<file path="src/rtl/hfs_pkg.sv">
// Shared types and constants of the hash fetch sequencer.
package hfs_pkg;

    // Engine phases; values are visible to the host through the status byte.
    typedef enum logic [2:0] {
        ST_IDLE  = 3'd0,
        ST_FETCH = 3'd1,
        ST_HASH  = 3'd2,
        ST_LATCH = 3'd3,
        ST_STORE = 3'd4
    } hfs_state_e;

    localparam logic [1:0] CMD_READ  = 2'd1;
    localparam logic [1:0] CMD_WRITE = 2'd2;

    localparam int unsigned OFS_W = 4;
    localparam logic [OFS_W-1:0] OFS_STATUS = 4'd0;
    localparam logic [OFS_W-1:0] OFS_ORDER  = 4'd1;
    localparam logic [OFS_W-1:0] OFS_SRC_LO = 4'd2;
    localparam logic [OFS_W-1:0] OFS_SRC_HI = 4'd3;
    localparam logic [OFS_W-1:0] OFS_DST_LO = 4'd4;
    localparam logic [OFS_W-1:0] OFS_DST_HI = 4'd5;
    localparam logic [OFS_W-1:0] OFS_LEN_LO = 4'd6;
    localparam logic [OFS_W-1:0] OFS_LEN_HI = 4'd7;

endpackage

</file>
<file path="src/rtl/hfs_regfile.sv">
// Host register file: decodes the byte command port, holds the job
// parameters and produces the start pulse.
// Assumes host_addr is 16 bits and the window spans 16 byte offsets.
module hfs_regfile
    import hfs_pkg::*;
#(
    parameter logic [15:0] WIN_BASE = 16'hFE00
) (
    input  logic        clk,
    input  logic        rst_n,
    input  logic [1:0]  host_cmd,
    input  logic [15:0] host_addr,
    input  logic [7:0]  host_wdata,
    input  hfs_state_e  state_i,
    output logic [7:0]  host_rdata,
    output logic        big_o,
    output logic [15:0] src_o,
    output logic [15:0] dst_o,
    output logic [15:0] len_o,
    output logic        start_o
);

    logic             in_win;
    logic [OFS_W-1:0] ofs;
    logic             wr_ok;
    logic             rd_ok;
    logic [7:0]       rd_mux;

    // Window hit and offset extraction.
    assign in_win  = (host_addr[15:OFS_W] == WIN_BASE[15:OFS_W]);
    assign ofs     = host_addr[OFS_W-1:0];
    assign wr_ok   = (host_cmd == CMD_WRITE) && in_win && (state_i == ST_IDLE);
    assign rd_ok   = (host_cmd == CMD_READ) && in_win;
    assign start_o = wr_ok && (ofs == OFS_STATUS) && (host_wdata == 8'd1);

    // Register writes, accepted only while idle.
    always_ff @(posedge clk) begin
        if (!rst_n) begin
            big_o <= 1'b1;
            src_o <= '0;
            dst_o <= '0;
            len_o <= '0;
        end else if (wr_ok) begin
            case (ofs)
                OFS_ORDER:  big_o       <= host_wdata[0];
                OFS_SRC_LO: src_o[7:0]  <= host_wdata;
                OFS_SRC_HI: src_o[15:8] <= host_wdata;
                OFS_DST_LO: dst_o[7:0]  <= host_wdata;
                OFS_DST_HI: dst_o[15:8] <= host_wdata;
                OFS_LEN_LO: len_o[7:0]  <= host_wdata;
                OFS_LEN_HI: len_o[15:8] <= host_wdata;
                default: ;
            endcase
        end
    end

    // Read multiplexer over the register offsets.
    always_comb begin
        case (ofs)
            OFS_STATUS: rd_mux = {5'd0, state_i};
            OFS_ORDER:  rd_mux = {7'd0, big_o};
            OFS_SRC_LO: rd_mux = src_o[7:0];
            OFS_SRC_HI: rd_mux = src_o[15:8];
            OFS_DST_LO: rd_mux = dst_o[7:0];
            OFS_DST_HI: rd_mux = dst_o[15:8];
            OFS_LEN_LO: rd_mux = len_o[7:0];
            OFS_LEN_HI: rd_mux = len_o[15:8];
            default:    rd_mux = 8'd0;
        endcase
    end

    // Registered read-back byte; held when no in-window read occurs.
    always_ff @(posedge clk) begin
        if (!rst_n)     host_rdata <= '0;
        else if (rd_ok) host_rdata <= rd_mux;
    end

endmodule

</file>
<file path="src/rtl/hfs_ctrl.sv">
// Phase controller: walks idle -> fetch -> hash -> latch -> (fetch | store)
// -> idle. It keeps the byte index within a block or digest and the running
// bytes-read count. Assumes DIGEST_BYTES <= BLOCK_BYTES and a length that
// stays clear of 16-bit wrap of the bytes-read count.
module hfs_ctrl
    import hfs_pkg::*;
#(
    parameter int unsigned BLOCK_BYTES  = 64,
    parameter int unsigned DIGEST_BYTES = 20,
    localparam int unsigned IDX_W       = $clog2(BLOCK_BYTES)
) (
    input  logic             clk,
    input  logic             rst_n,
    input  logic             start_i,
    input  logic [15:0]      len_i,
    output hfs_state_e       state_o,
    output logic [IDX_W-1:0] idx_o,
    output logic [15:0]      bytes_read_o
);

    localparam logic [IDX_W-1:0] LAST_FETCH = IDX_W'(BLOCK_BYTES - 1);
    localparam logic [IDX_W-1:0] LAST_STORE = IDX_W'(DIGEST_BYTES - 1);
    localparam logic [15:0]      BLK_STEP   = 16'(BLOCK_BYTES);

    hfs_state_e       state_q;
    logic [IDX_W-1:0] idx_q;
    logic [15:0]      br_q;
    logic             more;

    // Loop decision on the already advanced count.
    assign more = (br_q < len_i);

    // Phase, index and bytes-read sequencing.
    always_ff @(posedge clk) begin
        if (!rst_n) begin
            state_q <= ST_IDLE;
            idx_q   <= '0;
            br_q    <= '0;
        end else begin
            case (state_q)
                ST_IDLE: begin
                    if (start_i) begin
                        state_q <= ST_FETCH;
                        idx_q   <= '0;
                        br_q    <= '0;
                    end
                end
                ST_FETCH: begin
                    if (idx_q == LAST_FETCH) begin
                        state_q <= ST_HASH;
                        idx_q   <= '0;
                        br_q    <= br_q + BLK_STEP;
                    end else begin
                        idx_q <= idx_q + 1'b1;
                    end
                end
                ST_HASH:  state_q <= ST_LATCH;
                ST_LATCH: begin
                    state_q <= more ? ST_FETCH : ST_STORE;
                    idx_q   <= '0;
                end
                ST_STORE: begin
                    if (idx_q == LAST_STORE) begin
                        state_q <= ST_IDLE;
                        idx_q   <= '0;
                    end else begin
                        idx_q <= idx_q + 1'b1;
                    end
                end
                default: state_q <= ST_IDLE;
            endcase
        end
    end

    assign state_o      = state_q;
    assign idx_o        = idx_q;
    assign bytes_read_o = br_q;

    // A start in idle opens a fresh fetch with a cleared count.
    assert_start_enters_fetch_R4: assert property (@(posedge clk) disable iff (!rst_n)
        (start_i && state_q == ST_IDLE) |=> (state_q == ST_FETCH && br_q == 16'd0));

    // Loop back while bytes remain.
    assert_loop_more_R8: assert property (@(posedge clk) disable iff (!rst_n)
        (state_q == ST_LATCH && br_q < len_i) |=> (state_q == ST_FETCH));

    // Otherwise move on to write-back.
    assert_loop_done_R8: assert property (@(posedge clk) disable iff (!rst_n)
        (state_q == ST_LATCH && br_q >= len_i) |=> (state_q == ST_STORE));

    // Each completed block advances the count by one block.
    assert_block_advance_R8: assert property (@(posedge clk) disable iff (!rst_n)
        (state_q == ST_FETCH && idx_q == LAST_FETCH) |=> (br_q == $past(br_q) + BLK_STEP));

    // Only the five defined phases ever appear.
    assert_state_legal_R10: assert property (@(posedge clk) disable iff (!rst_n)
        (state_q inside {ST_IDLE, ST_FETCH, ST_HASH, ST_LATCH, ST_STORE}));

endmodule

</file>
<file path="src/rtl/hfs_block_pack.sv">
// Block assembler: places each fetched byte into its lane of the block word.
// Big-endian puts fetch index 0 in the top lane, little-endian in lane 0.
// Assumes idx_i counts 0..BLOCK_BYTES-1 while load_i is high.
module hfs_block_pack #(
    parameter int unsigned BLOCK_BYTES = 64,
    localparam int unsigned IDX_W      = $clog2(BLOCK_BYTES),
    localparam int unsigned BLOCK_BITS = BLOCK_BYTES * 8
) (
    input  logic                  clk,
    input  logic                  rst_n,
    input  logic                  load_i,
    input  logic                  big_i,
    input  logic [IDX_W-1:0]      idx_i,
    input  logic [7:0]            byte_i,
    output logic [BLOCK_BITS-1:0] block_o
);

    for (genvar k = 0; k < BLOCK_BYTES; k++) begin : g_lane
        localparam logic [IDX_W-1:0] BIG_IDX = IDX_W'(BLOCK_BYTES - 1 - k);
        localparam logic [IDX_W-1:0] LIT_IDX = IDX_W'(k);
        logic [7:0] lane_q;
        logic       hit;

        assign hit = load_i && (idx_i == (big_i ? BIG_IDX : LIT_IDX));

        // Capture the byte whose index maps to this lane.
        always_ff @(posedge clk) begin
            if (!rst_n)   lane_q <= '0;
            else if (hit) lane_q <= byte_i;
        end

        assign block_o[k*8 +: 8] = lane_q;
    end

endmodule

</file>
<file path="src/rtl/hfs_digest_stub.sv">
// Combinational stand-in for the compression function: folds the block's
// 32-bit words onto the digest words by index modulo the digest word count
// and XORs the fold into the chaining value.
module hfs_digest_stub #(
    parameter int unsigned BLOCK_BITS  = 512,
    parameter int unsigned DIGEST_BITS = 160,
    parameter int unsigned WORD_W      = 32,
    localparam int unsigned NWORDS     = BLOCK_BITS / WORD_W,
    localparam int unsigned DWORDS     = DIGEST_BITS / WORD_W
) (
    input  logic [BLOCK_BITS-1:0]  block_i,
    input  logic [DIGEST_BITS-1:0] chain_i,
    output logic [DIGEST_BITS-1:0] digest_o
);

    for (genvar i = 0; i < DWORDS; i++) begin : g_word
        logic [WORD_W-1:0] acc;

        // XOR every block word whose index falls on this digest word.
        always_comb begin
            acc = '0;
            for (int j = 0; j < NWORDS; j++) begin
                if ((j % DWORDS) == i) acc = acc ^ block_i[j*WORD_W +: WORD_W];
            end
        end

        assign digest_o[i*WORD_W +: WORD_W] = chain_i[i*WORD_W +: WORD_W] ^ acc;
    end

endmodule

</file>
<file path="src/rtl/hash_fetch_seq.sv">
// Top of the hash fetch sequencer. Joins the host register file, the phase
// controller, the block assembler and the compression stub, and holds the
// running digest. Also drives the byte-wide memory port.
// Assumes memory returns read data combinationally in the cycle of the address.
module hash_fetch_seq
    import hfs_pkg::*;
#(
    parameter logic [15:0] WIN_BASE     = 16'hFE00,
    parameter int unsigned BLOCK_BYTES  = 64,
    parameter int unsigned DIGEST_BYTES = 20,
    localparam int unsigned IDX_W       = $clog2(BLOCK_BYTES),
    localparam int unsigned BLOCK_BITS  = BLOCK_BYTES * 8,
    localparam int unsigned DIGEST_BITS = DIGEST_BYTES * 8
) (
    input  logic        clk,
    input  logic        rst_n,
    input  logic [1:0]  host_cmd,
    input  logic [15:0] host_addr,
    input  logic [7:0]  host_wdata,
    output logic [7:0]  host_rdata,
    output logic [15:0] mem_addr,
    output logic        mem_rd_en,
    input  logic [7:0]  mem_rdata,
    output logic        mem_wr_en,
    output logic [7:0]  mem_wdata
);

    hfs_state_e             state;
    logic [IDX_W-1:0]       idx;
    logic [15:0]            bytes_read;
    logic                   big;
    logic [15:0]            src;
    logic [15:0]            dst;
    logic [15:0]            len;
    logic                   start;
    logic [BLOCK_BITS-1:0]  block;
    logic [DIGEST_BITS-1:0] stub_out;
    logic [DIGEST_BITS-1:0] digest_q;

    hfs_regfile #(.WIN_BASE(WIN_BASE)) regs_i (
        .clk        (clk),
        .rst_n      (rst_n),
        .host_cmd   (host_cmd),
        .host_addr  (host_addr),
        .host_wdata (host_wdata),
        .state_i    (state),
        .host_rdata (host_rdata),
        .big_o      (big),
        .src_o      (src),
        .dst_o      (dst),
        .len_o      (len),
        .start_o    (start)
    );

    hfs_ctrl #(.BLOCK_BYTES(BLOCK_BYTES), .DIGEST_BYTES(DIGEST_BYTES)) ctrl_i (
        .clk          (clk),
        .rst_n        (rst_n),
        .start_i      (start),
        .len_i        (len),
        .state_o      (state),
        .idx_o        (idx),
        .bytes_read_o (bytes_read)
    );

    hfs_block_pack #(.BLOCK_BYTES(BLOCK_BYTES)) pack_i (
        .clk     (clk),
        .rst_n   (rst_n),
        .load_i  (state == ST_FETCH),
        .big_i   (big),
        .idx_i   (idx),
        .byte_i  (mem_rdata),
        .block_o (block)
    );

    hfs_digest_stub #(.BLOCK_BITS(BLOCK_BITS), .DIGEST_BITS(DIGEST_BITS)) stub_i (
        .block_i  (block),
        .chain_i  (digest_q),
        .digest_o (stub_out)
    );

    // Running digest: cleared on start, updated once per block.
    always_ff @(posedge clk) begin
        if (!rst_n)                  digest_q <= '0;
        else if (start)              digest_q <= '0;
        else if (state == ST_LATCH)  digest_q <= stub_out;
    end

    // Memory address and strobes by phase.
    assign mem_rd_en = (state == ST_FETCH);
    assign mem_wr_en = (state == ST_STORE);
    always_comb begin
        if (state == ST_FETCH) mem_addr = src + bytes_read + 16'(idx);
        else                   mem_addr = dst + 16'(idx);
    end

    // Pick the digest byte for the current store index in the selected order.
    always_comb begin
        mem_wdata = '0;
        for (int k = 0; k < DIGEST_BYTES; k++) begin
            if (idx == IDX_W'(big ? (DIGEST_BYTES - 1 - k) : k)) mem_wdata = digest_q[k*8 +: 8];
        end
    end

    // Fetch addresses step by one within a block.
    assert_fetch_addr_step_R5: assert property (@(posedge clk) disable iff (!rst_n)
        (mem_rd_en && $past(mem_rd_en)) |-> (mem_addr == $past(mem_addr) + 16'd1));

    // Store addresses step by one within the write-back.
    assert_store_addr_step_R9: assert property (@(posedge clk) disable iff (!rst_n)
        (mem_wr_en && $past(mem_wr_en)) |-> (mem_addr == $past(mem_addr) + 16'd1));

    // Never read and write memory in the same cycle.
    assert_port_exclusive_R9: assert property (@(posedge clk) disable iff (!rst_n)
        !(mem_rd_en && mem_wr_en));

    // Job parameters hold while busy.
    assert_busy_len_stable_R3: assert property (@(posedge clk) disable iff (!rst_n)
        (state != ST_IDLE) |=> ($stable(len) && $stable(src) && $stable(dst)));

    assert_busy_order_stable_R3: assert property (@(posedge clk) disable iff (!rst_n)
        (state != ST_IDLE) |=> $stable(big));

endmodule

</file>
<file path="config.mk">
export PLATFORM = sky130hd
export DESIGN_NAME = hash_fetch_seq
export DESIGN_NICKNAME = d
export VERILOG_FILES = /design/src/rtl/hfs_pkg.sv /design/src/rtl/hfs_regfile.sv /design/src/rtl/hfs_ctrl.sv /design/src/rtl/hfs_block_pack.sv /design/src/rtl/hfs_digest_stub.sv /design/src/rtl/hash_fetch_seq.sv
export SDC_FILE = /design/constraint.sdc
export NUM_CORES = 2
export LEC_CHECK = 0
export BUFFER_PORTS_ARGS = -buffer_cell sky130_fd_sc_hd__buf_4
export CAP_MARGIN = 30
export CORE_MARGIN = 2
export CORE_UTILIZATION = 60
export DETAILED_ROUTE_END_ITERATION = 7
export PLACE_DENSITY = 0.77
export RECOVER_POWER = 25
export SYNTH_ARGS = -nofsm -noshare
export SYNTH_HDL_FRONTEND = slang
export SYNTH_SLANG_ARGS = --single-unit
</file>
<file path="constraint.sdc">
create_clock -name clk -period 6.5 [get_ports clk]
set_input_delay 0.65 -clock clk [delete_from_list [all_inputs] [get_ports clk]]
set_output_delay 0.65 -clock clk [all_outputs]
set_load 0.03 [all_outputs]
</file>
======== Word level (Yosys, flattened, before mapping) ========
Cells that the tools add are included.
storage, ports and cells
  register bits after elaboration ......... 754
  bits in latches ......................... 0
  memory bits (writable) .................. 0
  bits in read-only memories .............. 0
  bits of input ports ..................... 36
  output and inout bits ................... 34
  logic and storage cells ................. 405
  memories ................................ 0
operators by class
  add/sub/neg operators ................... 5
  multiply operators ...................... 0
  div/mod/pow operators ................... 0
  magnitude comparators ................... 1
  equal/unequal tests ..................... 104
  shift-type cells ........................ 0
  mux-type cells .......................... 118
  bitwise logic cells ..................... 17
  reduce and logical (&&, ||, !) cells .... 84
operator list
  kind                     count
  $xor A32 B32 Y32         16
  $mux W6                  67
  $eq A6 B6 Y1             64
  $mux W8                  20
  $eq A6 B4 Y1             12
  $logic_and A1 B1 Y1      69
  $pmux W8 S8              1
  $eq A6 B5 Y1             8
  $mux W16                 3
  $mux W5                  8
  $add A16 B6 Y16          2
  $mux W4                  8
  $pmux W16 S2             1
  $pmux W6 S4              1
  $add A16 B16 Y16         1
  $add A16 B7 Y16 const B  1
  $eq A4 B3 Y1 const B     4
  $lt A16 B16 Y1           1
  $reduce_and A2 Y1        8
  $pmux W3 S5              1
  $eq A12 B12 Y1 const B   1
  $mux W3                  4
  $eq A4 B2 Y1 const B     2
  $eq A8 B1 Y1 const B     1
  19 further kinds         25

======== Longest topological paths before layout ========
  depth after elaboration ................. 22
  depth in mapped cells ................... 11
  depth with buffers taken out ............ 10

======== Modules after synthesis ========
From an unflattened synthesis, not the netlist that was laid out.
second synthesis, totals
  cells, all modules ...................... 3,984
  area, all modules ....................... 36,686.4 um^2
modules (own cells, without submodules)
  module           instances  cells each  area each (um^2)  sequential area each (um^2)
  hfs_block_pack   1          1,766       18,758.0          10,249.8
  hash_fetch_seq   1          1,211       9,021.2           3,203.1
  hfs_digest_stub  1          480         4,644.5           0.0
  hfs_regfile      1          360         2,892.8           1,141.1
  hfs_ctrl         1          167         1,370.1           380.4

======== Worst setup path after synthesis ========
Ideal clock, no wire load.
  path kind ............................... flip-flop to output port
  from .................................... register ctrl_i.idx_q[1] (netlist: ctrl_i.idx_o[1])
  to ...................................... output port mem_addr[8]
  arrival ................................. 2.722 ns
  required time ........................... 5.850 ns
  slack ................................... 3.128 ns
  stages on the path, launching flop included .. 12
  buffers on the path ..................... 3
  cell sequence ........................... dfxtp_1 buf_6 buf_4 inv_2 clkbuf_1 fa_1 nor2b_1 o31ai_1 a21oi_1 nand2_1 xor2_1 o21ai_0
on the way
  cells in the longest elaborated chain, start to end .. 2
  elaborated cells between the ends (all ways) .. 3
  classes of those cells .................. 2 x add/sub; 1 x mux
ends and longest elaborated chain
  element                             RTL line                                    source
  from (decl)                         hfs_ctrl.sv:26                              logic [IDX_W-1:0] idx_q;
  from (signal assigned)              hfs_ctrl.sv:54                              idx_q <= idx_q + 1'b1;
  from (signal assigned)              hfs_ctrl.sv:67                              idx_q <= idx_q + 1'b1;
  $add A16 B6 Y16 (on tied branches)  hash_fetch_seq.sv:93, hash_fetch_seq.sv:92
  $mux W16 *                          hash_fetch_seq.sv:92                        if (state == ST_FETCH) mem_addr = src + bytes_read + 16'(idx);
  to (decl)                           hash_fetch_seq.sv:21                        output logic [15:0] mem_addr,
Mark *: on every way between the ends. The rest lies on a longest branch, timed or not.

======== Worst setup path in the final report ========
  from .................................... register ctrl_i.state_q[2] (netlist: ctrl_i.state_o[2])
  to ...................................... register digest_q[28]
on the way
  cells in the longest elaborated chain, start to end .. 5
  elaborated cells between the ends (all ways) .. 6
  classes of those cells .................. 1 x eq/ne; 5 x reduce/logical
ends and longest elaborated chain
  element                            RTL line              source
  from (decl)                        hfs_ctrl.sv:25        hfs_state_e state_q;
  from (signal assigned)             hfs_ctrl.sv:59        state_q <= more ? ST_FETCH : ST_STORE;
  $logic_not A3 Y1                   hfs_regfile.sv:32     assign wr_ok = (host_cmd == CMD_WRITE) && in_win && (state_i == ST_IDLE);
  $logic_and A1 B1 Y1                hfs_regfile.sv:32
  $logic_and A1 B1 Y1 (2 in a row)   hfs_regfile.sv:34     assign start_o = wr_ok && (ofs == OFS_STATUS) && (host_wdata == 8'd1);
  $reduce_or A2 Y1 (no source line)  n/a
  to (signal assigned)               hash_fetch_seq.sv:85  else if (state == ST_LATCH) digest_q <= stub_out;
  to (decl)                          hash_fetch_seq.sv:38  logic [DIGEST_BITS-1:0] digest_q;
Parallel ways exist; a longest one is shown, timed or not.
A chain may end at the register's enable or synchronous reset.

==> impl_metrics.yaml <==
status:
  status: "complete, but fails checks"
  violations: "max-capacitance violations, max-slew violations"
yosys:
  yosysTopAreaCellShare_pct: 41.8
  synth_warnings: 0
  synth_nets: 4285
  synth_area_sq_um: 35800
  synth_flop_cell: "dfxtp_1"
  ys_ff_latch: 748
  avgSynthCellArea_sq_um: 8.53
  yosys.area.top_type: "dfxtp_1"
  synth_edf_count: 0
  seq_area_frac_synth_pct: 41.8
  netlist_instances: 4200
  synth_area_leaders: "dfxtp_1 (42%), xnor2_1 (9.9%), mux2i_1 (7.6%), nor2_1 (6.4%), a21oi_1 (5.6%)"
  async_reset_ff_share_pct: 0
  synthDistinctLibCells: 99
clock_tree:
  htree_levels: 3
  clock_path_buffers: 3
  cts_hold_buf: 0
  tritoncts: "done"
  post-cts-setup-buffer-count: 0
  clk_pin_slew_ns: 0.06
  post_cts_resized: 0
  cts_root_buffer: "clkbuf_16"
  cts_buffers: 77
  cts.sinks: 748
  clk_latency_ns: 0.64
worst_hold_path:
  hold_class: "in -> reg"
global_routing:
  first_global_vias: 27194
  grt_usage_pct: 30.9
  grt-ovfl-total: 0
  antenna_found_initial: 2
  grt_pass1_wl_mm: 154
  grt_max_degree: 207
setup_path:
  end_kind: "flop"
  arrival_ns: 5.43
  slowest_stage: "clkbuf_1"
  cp_max_fo: 92
  path_class: "reg -> reg"
  critical_path.most_common_cell: "nor2_1"
  path_cells: "and2b_1 -> nand2_4 -> clkbuf_1 -> nor2_1 -> xnor2_1 -> nor2_1"
  start_kind: "flop"
  critPathMaxStageDelay_ns: 2.90
  critPathRequiredTime_ns: 6.91
pwr:
  p_seq_share_pct: 49.8
  power.switching_uw: 2010
  vdd_drop_max_mv: 0.245
  switching_share_pct: 21.8
  combPwrFrac_pct: 2.1
  power.total_uw: 9200
  intPower_uw: 7190
  power.density_nw_per_um2: 238
  p_clk_share_pct: 48.1
  power.leakage_uw: 0.0138
route:
  via_count: 29288
  wl_per_cell_um: 20.1
  ant_nets: 0
  dr.pass1.iters: 6
  via_per_inst: 5.96
  drc: 0
  first_iter_violations: 2664
  routed_wl_mm: 98.6
finish:
  area_growth_pct: 8.01
  n_fill_cell: 4923
  nets: 4167
  drive_gt1_share_pct: 6.96
  diodes: 0
sta:
  slew_viol_final: 166
  min_period_over_period_pct: 77.3
  relSlewSlack_pct: -178
  final.setup.tns_ns: 0
  setup_violations: 0
  skew_ns: 0.0296
  worstMarginPinSlew_ns: 4.16
  hold_viol_final: 0
  fin_crit_ns: 5.02
  max_freq_ghz: 0.199
  rsz0062_at_grt: "no"
die:
  start_util_pct: 60.7
  die_h_um: 248
  core_area_sq_um: 59000
  die_w_um: 248
  dieArea_sq_um: 61700
  io_pins: 70
  rows: 89
job:
  drv_cap: 2
place:
  portBuffers: 69
  dp_hpwl_mm: 62.4
  gp_congestion: 1.02
==> cell usage in the layout, fill, tap and decap left out, types with 19 or more instances in the layout <==
cell type  instances
xnor2_1          405
nand2_1          458
o21ai_0           52
mux2i_1          271
clkbuf_1          32
buf_4             91
nand3_1          364
nor2_1           614
o22ai_1           29
clkbuf_16         79
a21oi_1          404
dfxtp_1          745
xor2_1           141
ha_1              47
inv_1             19
==> per-stage QoR <==
stage	cells	worst slack, ns	utilization (%)	cell area (sq um)	hold slack [ns]
2_1_floorplan	4200	3.13	-	35800	0.448
3_3_place_gp	4773	2.50	61.4	36300	0.440
3_5_place_dp	4775	2.52	61.5	36300	0.453
4_1_cts	4911	1.84	65.7	38800	0.262
5_1_grt	4912	1.11	65.6	38700	0.265
6_report	4912	1.48	65.6	38700	0.276
==> cell usage after synthesis (13+ instances only) <==
library cell	instances
dfxtp_1	748
nor2_1	615
nand2_1	455
xnor2_1	405
a21oi_1	404
nand3_1	363
mux2i_1	271
xor2_1	141
clkbuf_1	139
buf_2	92
o21ai_0	52
ha_1	47
o22ai_1	32
buf_1	30
buf_4	27
inv_1	19
nand2b_1	18
nor2b_1	18
a221oi_1	17
a22oi_1	13
nor3_1	13
==> sequential cells by signal, indices dropped and copies added, names as in the netlist <==
register	count
pack_i.g_lane.lane_q	512
digest_q	160
regs_i.dst_o	16
regs_i.len_o	16
regs_i.src_o	16
ctrl_i.bytes_read_o	10
regs_i.host_rdata	8
ctrl_i.idx_o	6
ctrl_i.state_o	3
regs_i.big_o	1
==> final cells by class <==
class	instances	area, sq um	share of cell area (%)
sequential	748	15000	38.7
clock buffer	118	2280	5.90
tap	773	967	2.50
clock inverter	18	231	0.598
multi-input combinational	3123	19300	49.9
timing repair buffer	107	845	2.18
inverter	25	101	0.262
==> worst max-delay path, delay by kind of cell (launching register included) <==
family,cells,cell delay (ns)
AND/OR/NAND/NOR,4,1.05
XOR/XNOR,1,0.39
buffers and inverters,1,2.90
flip-flops,1,0.43
==> power by group through the flow <==
stage          registers [uW]  logic [uW]  clock network (uW)
2_1_floorplan            4690         123                   0
3_3_place_gp             4690         194                   0
3_5_place_dp             4690         194                   0
4_1_cts                  4580         194                4460
5_1_grt                  4580         206                4650
6_report                 4580         197                4420
==> cell families after synthesis <==
logic type,synth area share (%)
compound gates,11.1
xor+xnor,13.3
fa+ha+maj,1.75
buf+inv,4.36
flops,41.8
mux,8.24
simple gates,19.4
==> per-layer routing <==
metal	share of wire [%]	vias to the layer above	track usage (%)	wire length, um
li1	-	13941	-	-
met1	43	13988	42.6	42400
met2	46	1154	49.5	45700
met3	7.6	203	4.90	7490
met4	3.0	2	10.3	2980
met5	0.013	-	0	13
==> final timing paths <==
check	slack, ns	to	from	cells after the start
worst max-delay path	1.48	digest_q[28]	ctrl_i.state_o[2]	6
worst min-delay path	0.28	regs_i.big_o	rst_n	2
worst max register to register	1.48	digest_q[28]	ctrl_i.state_o[2]	6
worst min register to register	0.46	regs_i.host_rdata[0]	regs_i.host_rdata[0]	2
(Power assumes the default switching activity.)
